===== src/rtl/cts_tx_pkg.sv =====
`timescale 1ns/1ps
package cts_tx_pkg;
  typedef enum logic [1:0] {
    ST_IDLE  = 2'd0,
    ST_START = 2'd1,
    ST_DATA  = 2'd2,
    ST_STOP  = 2'd3
  } tx_state_e;
endpackage


===== src/rtl/cts_tx_sync.sv =====
`timescale 1ns/1ps
module cts_tx_sync #(
  parameter int STAGES = 2
) (
  input  logic clk,
  input  logic rst_n,
  input  logic cts_n_async,
  output logic cts_n_sync,
  output logic cts_rise
);
  logic [STAGES-1:0] chain_q;
  logic [STAGES-1:0] chain_d;
  logic              last_q;

  always_comb begin
    chain_d    = chain_q << 1;
    chain_d[0] = cts_n_async;
  end

  // reset to "deasserted" so release from reset is not seen as an edge
  always_ff @(posedge clk or negedge rst_n) begin
    if (!rst_n) begin
      chain_q <= '1;
      last_q  <= 1'b1;
    end else begin
      chain_q <= chain_d;
      last_q  <= chain_q[STAGES-1];
    end
  end

  assign cts_n_sync = chain_q[STAGES-1];
  assign cts_rise   = chain_q[STAGES-1] & ~last_q;
endmodule


===== src/rtl/cts_tx_serializer.sv =====
`timescale 1ns/1ps
module cts_tx_serializer
  import cts_tx_pkg::*;
#(
  parameter int DATA_W     = 8,
  parameter int OVERSAMPLE = 16
) (
  input  logic              clk,
  input  logic              rst_n,
  input  logic              tick,
  input  logic              hold,
  input  logic              ld_valid,
  input  logic [DATA_W-1:0] ld_data,
  output logic              ld_ready,
  output logic              tx,
  output logic              busy
);
  localparam int CNT_W = (OVERSAMPLE > 1) ? $clog2(OVERSAMPLE) : 1;
  localparam int IDX_W = (DATA_W > 1) ? $clog2(DATA_W) : 1;
  localparam logic [CNT_W-1:0] CNT_LAST = CNT_W'(OVERSAMPLE - 1);
  localparam logic [IDX_W-1:0] IDX_LAST = IDX_W'(DATA_W - 1);

  tx_state_e         state_q, state_d;
  logic [CNT_W-1:0]  cnt_q, cnt_d;
  logic [IDX_W-1:0]  idx_q, idx_d;
  logic [DATA_W-1:0] sh_q, sh_d;
  logic              bit_end;

  assign bit_end = tick && (cnt_q == CNT_LAST);

  always_comb begin
    state_d = state_q;
    cnt_d   = cnt_q;
    idx_d   = idx_q;
    sh_d    = sh_q;
    if (state_q == ST_IDLE) begin
      // gating decision taken only here, before a start bit is launched
      if (ld_valid && !hold) begin
        sh_d    = ld_data;
        cnt_d   = '0;
        idx_d   = '0;
        state_d = ST_START;
      end
    end else if (tick) begin
      cnt_d = bit_end ? '0 : cnt_q + 1'b1;
      if (bit_end) begin
        unique case (state_q)
          ST_START: state_d = ST_DATA;
          ST_DATA: begin
            sh_d = sh_q >> 1;
            if (idx_q == IDX_LAST) begin
              state_d = ST_STOP;
            end else begin
              idx_d = idx_q + 1'b1;
            end
          end
          ST_STOP: state_d = ST_IDLE;
          default: state_d = ST_IDLE;
        endcase
      end
    end
  end

  always_ff @(posedge clk or negedge rst_n) begin
    if (!rst_n) begin
      state_q <= ST_IDLE;
      cnt_q   <= '0;
      idx_q   <= '0;
      sh_q    <= '0;
    end else begin
      state_q <= state_d;
      cnt_q   <= cnt_d;
      idx_q   <= idx_d;
      sh_q    <= sh_d;
    end
  end

  always_comb begin
    unique case (state_q)
      ST_START: tx = 1'b0;
      ST_DATA:  tx = sh_q[0];
      default:  tx = 1'b1;
    endcase
  end

  assign busy     = (state_q != ST_IDLE);
  assign ld_ready = (state_q == ST_IDLE) && !hold;
endmodule


===== src/rtl/cts_tx_irq.sv =====
`timescale 1ns/1ps
module cts_tx_irq (
  input  logic clk,
  input  logic rst_n,
  input  logic cts_rise,
  input  logic irq_en,
  input  logic clr,
  output logic flag
);
  logic flag_q, flag_d;

  // a new edge wins over a read in the same cycle, so no event is lost
  always_comb begin
    flag_d = flag_q;
    if (cts_rise && irq_en) begin
      flag_d = 1'b1;
    end else if (clr) begin
      flag_d = 1'b0;
    end
  end

  always_ff @(posedge clk or negedge rst_n) begin
    if (!rst_n) begin
      flag_q <= 1'b0;
    end else begin
      flag_q <= flag_d;
    end
  end

  assign flag = flag_q;
endmodule


===== src/rtl/cts_uart_tx.sv =====
`timescale 1ns/1ps
module cts_uart_tx #(
  parameter int DATA_W      = 8,
  parameter int OVERSAMPLE  = 16,
  parameter int SYNC_STAGES = 2
) (
  input  logic              clk,
  input  logic              rst_n,
  input  logic              tick16,
  input  logic              in_valid,
  input  logic [DATA_W-1:0] in_data,
  output logic              in_ready,
  input  logic              cts_n,
  input  logic              flow_en,
  input  logic              irq_en,
  input  logic              status_rd,
  output logic              tx,
  output logic              busy,
  output logic              irq,
  output logic              cts_stat
);
  logic [1:0] rst_pipe_q;
  logic       rst_core_n;
  logic       cts_n_sync;
  logic       cts_rise;
  logic       hold;
  logic       cts_flag;

  // asynchronous assertion, synchronous release
  always_ff @(posedge clk or negedge rst_n) begin
    if (!rst_n) begin
      rst_pipe_q <= 2'b00;
    end else begin
      rst_pipe_q <= {rst_pipe_q[0], 1'b1};
    end
  end
  assign rst_core_n = rst_pipe_q[1];

  cts_tx_sync #(.STAGES(SYNC_STAGES)) u_sync (
    .clk         (clk),
    .rst_n       (rst_core_n),
    .cts_n_async (cts_n),
    .cts_n_sync  (cts_n_sync),
    .cts_rise    (cts_rise)
  );

  assign hold = flow_en && cts_n_sync;

  cts_tx_serializer #(.DATA_W(DATA_W), .OVERSAMPLE(OVERSAMPLE)) u_ser (
    .clk      (clk),
    .rst_n    (rst_core_n),
    .tick     (tick16),
    .hold     (hold),
    .ld_valid (in_valid),
    .ld_data  (in_data),
    .ld_ready (in_ready),
    .tx       (tx),
    .busy     (busy)
  );

  cts_tx_irq u_irq (
    .clk      (clk),
    .rst_n    (rst_core_n),
    .cts_rise (cts_rise),
    .irq_en   (irq_en),
    .clr      (status_rd),
    .flag     (cts_flag)
  );

  assign cts_stat = cts_flag;
  assign irq      = cts_flag && irq_en;
endmodule


===== config.mk =====
export PLATFORM = sky130hd
export DESIGN_NAME = cts_uart_tx
export DESIGN_NICKNAME = d
export VERILOG_FILES = /design/src/rtl/cts_tx_pkg.sv /design/src/rtl/cts_tx_sync.sv /design/src/rtl/cts_tx_serializer.sv /design/src/rtl/cts_tx_irq.sv /design/src/rtl/cts_uart_tx.sv
export SDC_FILE = /design/constraint.sdc
export NUM_CORES = 1
export LEC_CHECK = 0
export BUFFER_PORTS_ARGS = -buffer_cell sky130_fd_sc_hd__clkbuf_2
export CAP_MARGIN = 10
export CORE_MARGIN = 5
export CORE_UTILIZATION = 40
export CTS_BUF_LIST = sky130_fd_sc_hd__clkbuf_16
export CTS_CLUSTER_DIAMETER = 30
export DETAILED_ROUTE_END_ITERATION = 8
export PLACE_DENSITY = 0.58
export SYNTH_ARGS = -nofsm -noshare
export SYNTH_HDL_FRONTEND = slang
export SYNTH_SLANG_ARGS = --single-unit

===== constraint.sdc =====
create_clock -name clk -period 0.9 [get_ports clk]
set_input_delay 0.09 -clock clk [delete_from_list [all_inputs] [get_ports clk]]
set_output_delay 0.09 -clock clk [all_outputs]
set_load 0.05 [all_outputs]

==> results.yml, run 1 <==
route:
  dr.pass1.iters: 3
  detailed_route_wire_length_per_cell_um: 14.39
  routed_via_density: 5.092
  dr_total_vias: 1110
  drt_first_iter_violations: 27
  drc: 0
  finalWirelength_um: 3137
  antenna_violating_nets_post_route: 0
synth:
  ys_ff_latch: 23
  yosys_warnings: 0
  synthDistinctLibCells: 34
  count_of_flip_flops_with_a_built_in_enable_after_synthesis: 0
  synth_top_cells_by_area: "dfrtp_1 (40%), a21oi_2 (10%), ha_1 (7.0%)"
  synth_seq_area_share: 0.4602
  yosys_most_used_dff: "dfrtp_1"
  netlist_instances: 121
  synthDominantAreaCellType: "dfrtp_1"
  synthesized_cell_area_sq_um: 1259
  postSynthNetCount: 144
  syn_area_per_cell_sq_um: 10.40
  synth_top_area_share: 0.3976
  postSynth.asyncResetShare: 1.000
worst_hold_path:
  timing.hold.worst.class: "in2reg"
timing:
  finalSetupTns_ns: -9.883
  rsz_0062_raised_after_global_routing: "true"
  finalCritPeriodShare: 1.672
  clock_skew_ns: 0.003009
  hold_slack_ns: 0.01037
  fin_ws_ns: -0.6047
  fmax_ghz: 0.6646
  finalWorstPathRequiredPeriod_ns: 1.505
  finalHoldViolCount: 0
  finalSetupViolations: 22
  slew_viol_final: 0
global_routing:
  grt_pass1_wl_um: 5257
  gr_usage_total: 0.1570
  grt_max_degree: 22
  number_of_antenna_violations_at_the_first_check_in_global_routing: 0
  vias_in_the_first_global_route: 1172
  global_route.overflow_total: 0
status:
  status: "complete, but fails checks"
  failing_checks: "setup timing"
power_and_ir_drop:
  power_density_nw_per_um2: 2504
  power.leakage_nw: 0.8661
  ir_worst_vdd_v: 0.001794
  fin_total_pwr_mw: 5.125
final_layout:
  antenna_cells: 0
  areaGrowthSynthToFinish_pct: 62.62
  final_util: 0.6760
  layout.area.seq_sq_um: 580.6
  nNetsFinal: 198
  multiInputGateArea_sq_um: 853.3
  fillerInstances: 239
  final_layout_size_suffix_gt1_frac: 0.6494
clock_tree:
  cts_inserted_buffers: 3
  cts_tree: "done"
  cts_buffer_depth: 2
  clk-insertion-delay-late_ns: 0.26
  cts_clk_pin_slew_worst_paths_ns: 0.06
  clock_sinks: 23
  cts_root_buf: "clkbuf_16"
  cts_htree_levels: 1
worst_setup_path:
  timing.critical_path.from_type: "flip-flop"
  endpoint_kind: "primary output"
  worstPathRequired_ns: 0.81
  worstPathCellList: "buf_4 > ha_4 > buf_4 > o21ai_4 > buf_12"
  critical_path_arrival_ns: 1.41
  critical_path_buf_inv_count: 3
  path_delay_family: "buffers and inverters"
  critical_path_peak_fanout: 4
  critPathMostFrequentCell: "buf_4"
  criticalPathCategory: "reg2out"
  timing.critical_path.slowest_cell_delay_ns: 0.40
  critical_path_cell_with_the_highest_stage_delay: "dfrtp_1"
floorplanning:
  chipHeight_um: 66.10
  fp.dieArea_sq_um: 4369
  die_width_um: 66.10
  num_rows: 20
  ioPinCount: 21
  starting_density: 0.4157
  coreArea_sq_um: 3028
place:
  place.port_buffers: 20
  place.gp.congestion: 0.7497
  hpwl_um: 2141
  detailedPlace.worstSlack_ns: -0.6550
job:
  max-cap-violations: 0
-- synth_stat cells, types with 2 or more instances --
master    instances
ha_1              7
o21ai_0           8
inv_1             5
dfstp_2           3
nand2_1          15
a21oi_2          15
nand3b_1          2
nor2b_1           2
nand3_1           7
nand2_2           2
dfrtp_1          20
a21oi_1           4
o22ai_1           8
mux2i_1           3
-- registers in the layout (all words and copies together), names as in the netlist --
name	flops
u_ser.cnt_q	4
u_sync.chain_q	2
u_irq.flag	1
u_ser.idx_q	3
rst_pipe_q	2
u_ser.state_q	2
u_sync.last_q	1
u_ser.sh_q	8
-- power breakdown --
part / leakage, nW / switching (mW) / internal, mW
clock: 0.0423 / 0.383 / 0.594
combinational: 0.540 / 1.25 / 1.36
sequential: 0.283 / 0.256 / 1.28
total: 0.866 / 1.89 / 3.23
-- worst paths after layout --
kind	start	slack, ns	endpoint	cells past startpoint
max	u_ser.state_q[1]	-0.60	tx	5
min	status_rd	0.01	u_irq.flag	2
max reg2reg	u_ser.cnt_q[1]	-0.56	u_ser.state_q[1]	5
min reg2reg	rst_pipe_q[1]	0.21	u_ser.state_q[1]	1
max in group asynchronous	rst_pipe_q[1]	0.47	u_sync.chain_q[0]	1
min in group asynchronous	rst_n	0.15	rst_pipe_q[1]	2
-- layer usage --
metal | vias to the layer above | share of wire | global-route usage
li1 | 538 | - | -
met1 | 551 | 0.43 | 0.1818
met2 | 16 | 0.52 | 0.2850
met3 | 5 | 0.033 | 0.02551
met4 | 0 | 0.015 | 0.06091
met5 | - | 0 | 0
-- logic make-up (layout without fill, tap and decap cells) --
family,after synthesis,after routing,synth area share
XOR/XNOR,2,2,0.01392
AND/OR/NAND/NOR,35,35,0.1481
other,1,1,0.002979
adder cells (fa/ha/maj),7,7,0.06958
buffers and inverters,9,62,0.04374
flip-flops,23,23,0.4602
multiplexers,4,4,0.03280
AO/OA/AOI/OAI,40,40,0.2286
-- worst register-to-register path, delay by kind of cell, from the launching register on --
kind,cells,cell delay [ns]
mux,1,0.31
compound gates,1,0.16
simple gates,2,0.32
flops,1,0.39
fa+ha+maj,1,0.17
-- final cells by class --
type	instances	area share
inverter	5	0.01100
clock inverter	1	0.001834
clock buffer	3	0.03667
sequential	23	0.2836
multi-input combinational	89	0.4169
tap	44	0.02689
timing repair buffer	53	0.2231
-- repair_timing --
action | in CTS | in global routing
pin swaps | 25 | 7
endpoints found under the setup margin | 23 | 23
buffers inserted | 0 | 6
hold endpoints to repair | 3 | 0
hold buffers | 2 | 0
gates resized for setup | 35 | 22
cloned | 0 | 0
-- cells in the final DEF (no fill, tap or decap), types with 5 or more instances in the layout --
| cell type | synthesis | final |
|---|---|---|
| o22ai_2 | 0 | 7 |
| dfrtp_1 | 20 | 19 |
| buf_6 | 0 | 5 |
| nand2_1 | 15 | 13 |
| a21oi_2 | 15 | 15 |
| o21ai_1 | 0 | 5 |
| ha_4 | 0 | 5 |
| clkbuf_2 | 0 | 15 |
| buf_4 | 1 | 24 |
-- through the flow --
step                      cells  area (sq um)
final                       218          2047
after global routing        218          2047
after CTS                   212          1923
after detailed placement    206          1645
after global placement      206          1645
after floorplan             121          1318
(Power assumes the default switching activity.)
==> run 2: changes to the inputs <==
--- a/config.mk
+++ b/config.mk
@@ -13,6 +13,7 @@
 export CTS_CLUSTER_DIAMETER = 30
 export DETAILED_ROUTE_END_ITERATION = 8
 export PLACE_DENSITY = 0.58
+export SKIP_LAST_GASP = 1
 export SYNTH_ARGS = -nofsm -noshare
 export SYNTH_HDL_FRONTEND = slang
 export SYNTH_SLANG_ARGS = --single-unit
==> run 2 against run 1 <==
The run still ends with setup timing left. Maximum frequency is 0.41% higher. Hold slack worse by 0.00061 ns. Critical path type unchanged. Via count is 1.7% higher. First-iteration DRC count is 19% higher. Register-to-register slack better by 0.02 ns. Core utilization is 1.2 points lower. Critical path depth stayed put. Routed wire length is 2.0% lower.
==> results.yml, run 2 (synthesis results as in run 1) <==
global_routing:
  grt_max_degree: 22
  global_route.overflow_total: 0
  number_of_antenna_violations_at_the_first_check_in_global_routing: 0
  vias_in_the_first_global_route: 1172
  grt_pass1_wl_um: 5230
  gr_usage_total: 0.1563
timing:
  finalSetupViolations: 22
  slew_viol_final: 0
  fin_ws_ns: -0.5985
  finalHoldViolCount: 0
  rsz_0062_raised_after_global_routing: "true"
  finalWorstPathRequiredPeriod_ns: 1.499
  finalSetupTns_ns: -9.794
  fmax_ghz: 0.6673
  finalCritPeriodShare: 1.665
  clock_skew_ns: 0.003325
power_and_ir_drop:
  power_density_nw_per_um2: 2485
  power.leakage_nw: 0.8598
  ir_worst_vdd_v: 0.001763
route:
  drt-met1-wl_um: 1262
  finalWirelength_um: 3074
  antenna_violating_nets_post_route: 0
  routed_via_density: 5.179
  met2RoutedLength_um: 1624
  maxUsedRoutingLayer: "met4"
  dr_total_vias: 1129
  detailed_route_wire_length_per_cell_um: 14.10
  dr.pass1.iters: 4
  drt_first_iter_violations: 32
  wl_met3_um: 139
  drc: 0
clock_tree:
  cts_htree_levels: 1
  cts_inserted_buffers: 3
  cts_clk_pin_slew_worst_paths_ns: 0.06
  cts_root_buf: "clkbuf_16"
  clk-insertion-delay-late_ns: 0.26
  cts_buffer_depth: 2
  clock_sinks: 23
  cts_tree: "done"
floorplanning:
  ioPinCount: 21
  coreArea_sq_um: 3028
  starting_density: 0.4157
  chipHeight_um: 66.10
  num_rows: 20
  fp.dieArea_sq_um: 4369
  die_width_um: 66.10
final_layout:
  antenna_cells: 0
  most-common-layout-cells: "buf_4 (24), dfrtp_1 (19), clkbuf_2 (15)"
  final_common_cell: "buf_4"
  final_design_area_no_fill_sq_um: 2012
  fillerInstances: 238
  final_layout_size_suffix_gt1_frac: 0.6207
  registers.top_by_ff_count: "u_ser.sh_q"
  nNetsFinal: 198
  reg_top3: "u_ser.sh_q (8), u_ser.cnt_q (4), u_ser.idx_q (3)"
  final_util: 0.6645
  largest_register_ffs: 8
  areaGrowthSynthToFinish_pct: 59.84
worst_setup_path:
  timing.critical_path.slowest_cell_delay_ns: 0.40
  criticalPathCategory: "reg2out"
  critical_path_cell_with_the_highest_stage_delay: "dfrtp_1"
  endpoint_kind: "primary output"
  critical_path_arrival_ns: 1.41
  worstPathRequired_ns: 0.81
  critPathMostFrequentCell: "buf_4"
  critical_path_peak_fanout: 4
  timing.critical_path.from_type: "flip-flop"
  worstPathCellList: "buf_4 > ha_4 > buf_4 > o21ai_4 > buf_12"
worst_hold_path:
  timing.hold.worst.class: "in2reg"
place:
  place.port_buffers: 20
  dpl_cell_area_sq_um: 1645
  hpwl_um: 2141
  place.gp.congestion: 0.7497
status:
  failing_checks: "setup timing"
  status: "complete, but fails checks"
job:
  max-cap-violations: 0
run 2: per-layer routing:
layer / track usage / up-vias
met5: 0 / -
met4: 0.06091 / 0
met3: 0.02551 / 5
met2: 0.2850 / 25
met1: 0.1797 / 560
li1: - / 539
run 2: power breakdown:
| group | switching [mW] | internal [mW] |
|---|---|---|
| registers | 0.253 | 1.28 |
| logic | 1.19 | 1.31 |
| clock network | 0.375 | 0.594 |
run 2: worst paths after layout:
check                                       from  slack [ns]                 to  cells past startpoint
worst max-delay path            u_ser.state_q[1]       -0.60                 tx                      5
worst min-delay path                   status_rd        0.01         u_irq.flag                      2
worst max register to register    u_ser.cnt_q[1]       -0.54   u_ser.state_q[1]                      5
worst min register to register     rst_pipe_q[1]        0.21   u_ser.state_q[1]                      1
max in group asynchronous          rst_pipe_q[1]        0.47  u_sync.chain_q[0]                      1
min in group asynchronous                  rst_n        0.15      rst_pipe_q[1]                      2
run 2: layout make-up:
cell class | instances | area (sq um) | share of cell area
clock buffers | 3 | 75.07 | 0.03731
clock inverters | 1 | 3.754 | 0.001866
inverters | 5 | 22.52 | 0.01119
multi-input cells | 89 | 822.0 | 0.4086
flip-flops and latches | 23 | 580.6 | 0.2886
well taps | 44 | 55.05 | 0.02736
repair buffers | 53 | 452.9 | 0.2251
run 2: worst max-delay path, delay by kind of cell (launching register included):
kind | cells | cell delay, ns
buf+inv | 3 | 0.44
flops | 1 | 0.40
fa+ha+maj | 1 | 0.17
compound gates | 1 | 0.14
run 2: metrics by stage:
stage	std cells	setup slack (ns)	hold slack (ns)	power, mW
2_1_floorplan	121	-0.7324	-0.2056	2.700
3_3_place_gp	206	-0.6135	-0.1251	3.416
3_5_place_dp	206	-0.6550	-0.1231	3.507
4_1_cts	212	-0.6049	0.007907	4.745
5_1_grt	218	-0.6550	0.01907	5.334
6_report	218	-0.5985	0.009760	4.999
run 2: repair_timing:
action | 4_1_cts | 5_1_grt
pin swaps | 25 | 7
hold buffers | 2 | 0
endpoints found under the hold margin | 3 | 0
setup buffers | 0 | 6
resized for setup | 33 | 17
setup endpoints to repair | 23 | 23
==> run 3: changes to the inputs <==
--- a/config.mk
+++ b/config.mk
@@ -12,7 +12,7 @@
 export CTS_BUF_LIST = sky130_fd_sc_hd__clkbuf_16
 export CTS_CLUSTER_DIAMETER = 30
 export DETAILED_ROUTE_END_ITERATION = 8
-export PLACE_DENSITY = 0.58
+export PLACE_DENSITY = 0.56
 export SKIP_LAST_GASP = 1
 export SYNTH_ARGS = -nofsm -noshare
 export SYNTH_HDL_FRONTEND = slang
==> constraint.sdc (replaced) <==
create_clock -name clk -period 1.5 [get_ports clk]
set_input_delay 0.15 -clock clk [delete_from_list [all_inputs] [get_ports clk]]
set_output_delay 0.15 -clock clk [all_outputs]
set_load 0.05 [all_outputs]
==> run 3 against run 2 <==
The flow still finishes with violations (setup timing). Hold slack improved by 0.074 ns. Power decreased by 47%. Cell count decreased by 6.9%. Global-route usage decreased by 1.6 points. Sequential power decreased by 41%. Sequential share of layout area increased by 4.4 points. Core utilization decreased by 8.8 points. Routed wire length decreased by 11%. Non-clock buffer count decreased by 15. Cell area decreased by 13%. First-iteration DRC count decreased by 25%.
==> results.yml, run 3 (synthesis results as in run 1) <==
global_routing:
  vias_in_the_first_global_route: 1046
  grt_max_degree: 14
  grt_pass1_wl_um: 4664
  gr_usage_total: 0.1403
  global_route.overflow_total: 0
  number_of_antenna_violations_at_the_first_check_in_global_routing: 0
worst_setup_path:
  timing.critical_path.from_type: "flip-flop"
  endpoint_kind: "primary output"
  r2r_setup_slack_ns: 0.03
  critical_path_peak_fanout: 4
  worstPathRequired_ns: 1.35
  critical_path_arrival_ns: 1.37
  criticalPathCategory: "reg2out"
route:
  met2RoutedLength_um: 1374
  drc: 0
  wl_met3_um: 104
  drt-met1-wl_um: 1219
  detailed_route_wire_length_per_cell_um: 13.48
  dr.pass1.iters: 4
  routed_via_density: 4.995
  dr_total_vias: 1014
  antenna_violating_nets_post_route: 0
  drt_first_iter_violations: 24
  maxUsedRoutingLayer: "met4"
  finalWirelength_um: 2736
power_and_ir_drop:
  power.leakage_nw: 0.7276
  fin_total_pwr_mw: 2.665
  power_density_nw_per_um2: 1526
  ir_worst_vdd_v: 0.0006625
status:
  status: "complete, but fails checks"
  failing_checks: "setup timing"
place:
  hpwl_um: 2018
  place.gp.congestion: 0.7974
  place.port_buffers: 20
timing:
  finalSetupViolations: 1
  finalCritPeriodShare: 1.016
  rsz_0062_raised_after_global_routing: "true"
  finalWorstPathRequiredPeriod_ns: 1.524
  fin_ws_ns: -0.02401
  hold_slack_ns: 0.08376
  clock_skew_ns: 0.002495
  slew_viol_final: 0
  finalHoldViolCount: 0
  fmax_ghz: 0.6562
floorplanning:
  die_width_um: 66.10
  num_rows: 20
  fp.dieArea_sq_um: 4369
  starting_density: 0.4157
  chipHeight_um: 66.10
  coreArea_sq_um: 3028
  ioPinCount: 21
clock_tree:
  cts_inserted_buffers: 3
  clk-insertion-delay-late_ns: 0.26
  cts_htree_levels: 1
  cts_buffer_depth: 2
  clock_sinks: 23
  cts_tree: "done"
  cts_clk_pin_slew_worst_paths_ns: 0.06
  cts_root_buf: "clkbuf_16"
job:
  max-cap-violations: 0
final_layout:
  fillerInstances: 258
  areaGrowthSynthToFinish_pct: 38.77
  final_util: 0.5769
  final_common_cell: "dfrtp_1"
  layout.area.seq_sq_um: 580.6
  largest_register_ffs: 8
  reg_top3: "u_ser.sh_q (8), u_ser.cnt_q (4), u_ser.idx_q (3)"
  final_layout_size_suffix_gt1_frac: 0.5220
  registers.top_by_ff_count: "u_ser.sh_q"
  multiInputGateArea_sq_um: 732.0
  most-common-layout-cells: "dfrtp_1 (19), clkbuf_2 (17), a21oi_2 (16)"
  antenna_cells: 0
  nNetsFinal: 183
worst_hold_path:
  timing.hold.worst.class: "in2reg"
==> run 3: changes by cell type in the layout (fill, tap and decap cells not counted), sizes merged <==
cell and delta:
inv -1, clkinv +1, clkbuf +1, buf -16
==> run 3: report_power, final <==
group	internal [mW]	switching [mW]	total [mW]
combinational	0.545	0.637	1.18
sequential	0.771	0.127	0.898
clock	0.359	0.226	0.585
==> run 3: path summary, 6_finish.rpt <==
check                                         end             start  cells after the start
worst min-delay path                   u_irq.flag         status_rd                      2
worst max-delay path                     in_ready  u_ser.state_q[1]                      5
worst max register to register   u_ser.state_q[1]    u_ser.cnt_q[1]                      5
min in group asynchronous           u_ser.sh_q[4]     rst_pipe_q[1]                      0
worst min register to register      u_ser.sh_q[4]     rst_pipe_q[1]                      0
max in group asynchronous       u_sync.chain_q[1]     rst_pipe_q[1]                      1
==> run 3: stage by stage <==
step	cell area (sq um)	cells	TNS, ns	setup WS (ns)
final	1747	203	-0.02401	-0.02401
after global routing	1747	203	-0.3209	-0.09108
after CTS	1643	201	-0.06758	-0.04735
after detailed placement	1501	195	-0.3990	-0.06468
after global placement	1501	195	0	0.001113
after floorplan	1284	121	-0.2544	-0.1655
==> run 3: critical path: stages (launching register included) <==
cell and delay [ns]:
dfrtp_2 0.44, inv_2 0.09, ha_4 0.17, clkinvlp_4 0.12, a21oi_4 0.14, buf_8 0.16
==> run 3: layout make-up <==
cell class	instances	area share
Clock buffer	3	0.04298
Multi-Input combinational cell	89	0.4191
Tap cell	44	0.03152
Inverter	5	0.01289
Timing Repair Buffer	38	0.1583
Clock inverter	1	0.002865
Sequential cell	23	0.3324
==> run 3: timing repair <==
action / CTS / global route
resized for setup: 10 / 20
hold endpoints to repair: 3 / 0
hold buffers: 2 / 0
endpoints found under the setup margin: 14 / 16
pin swaps: 1 / 10
buffers inserted: 0 / 2
==> run 3: per-layer routing <==
layer | up-vias | global-route usage
met5 | - | 0
met4 | 0 | 0.05330
met2 | 15 | 0.2503
met3 | 4 | 0.03912
met1 | 483 | 0.1562
li1 | 512 | -
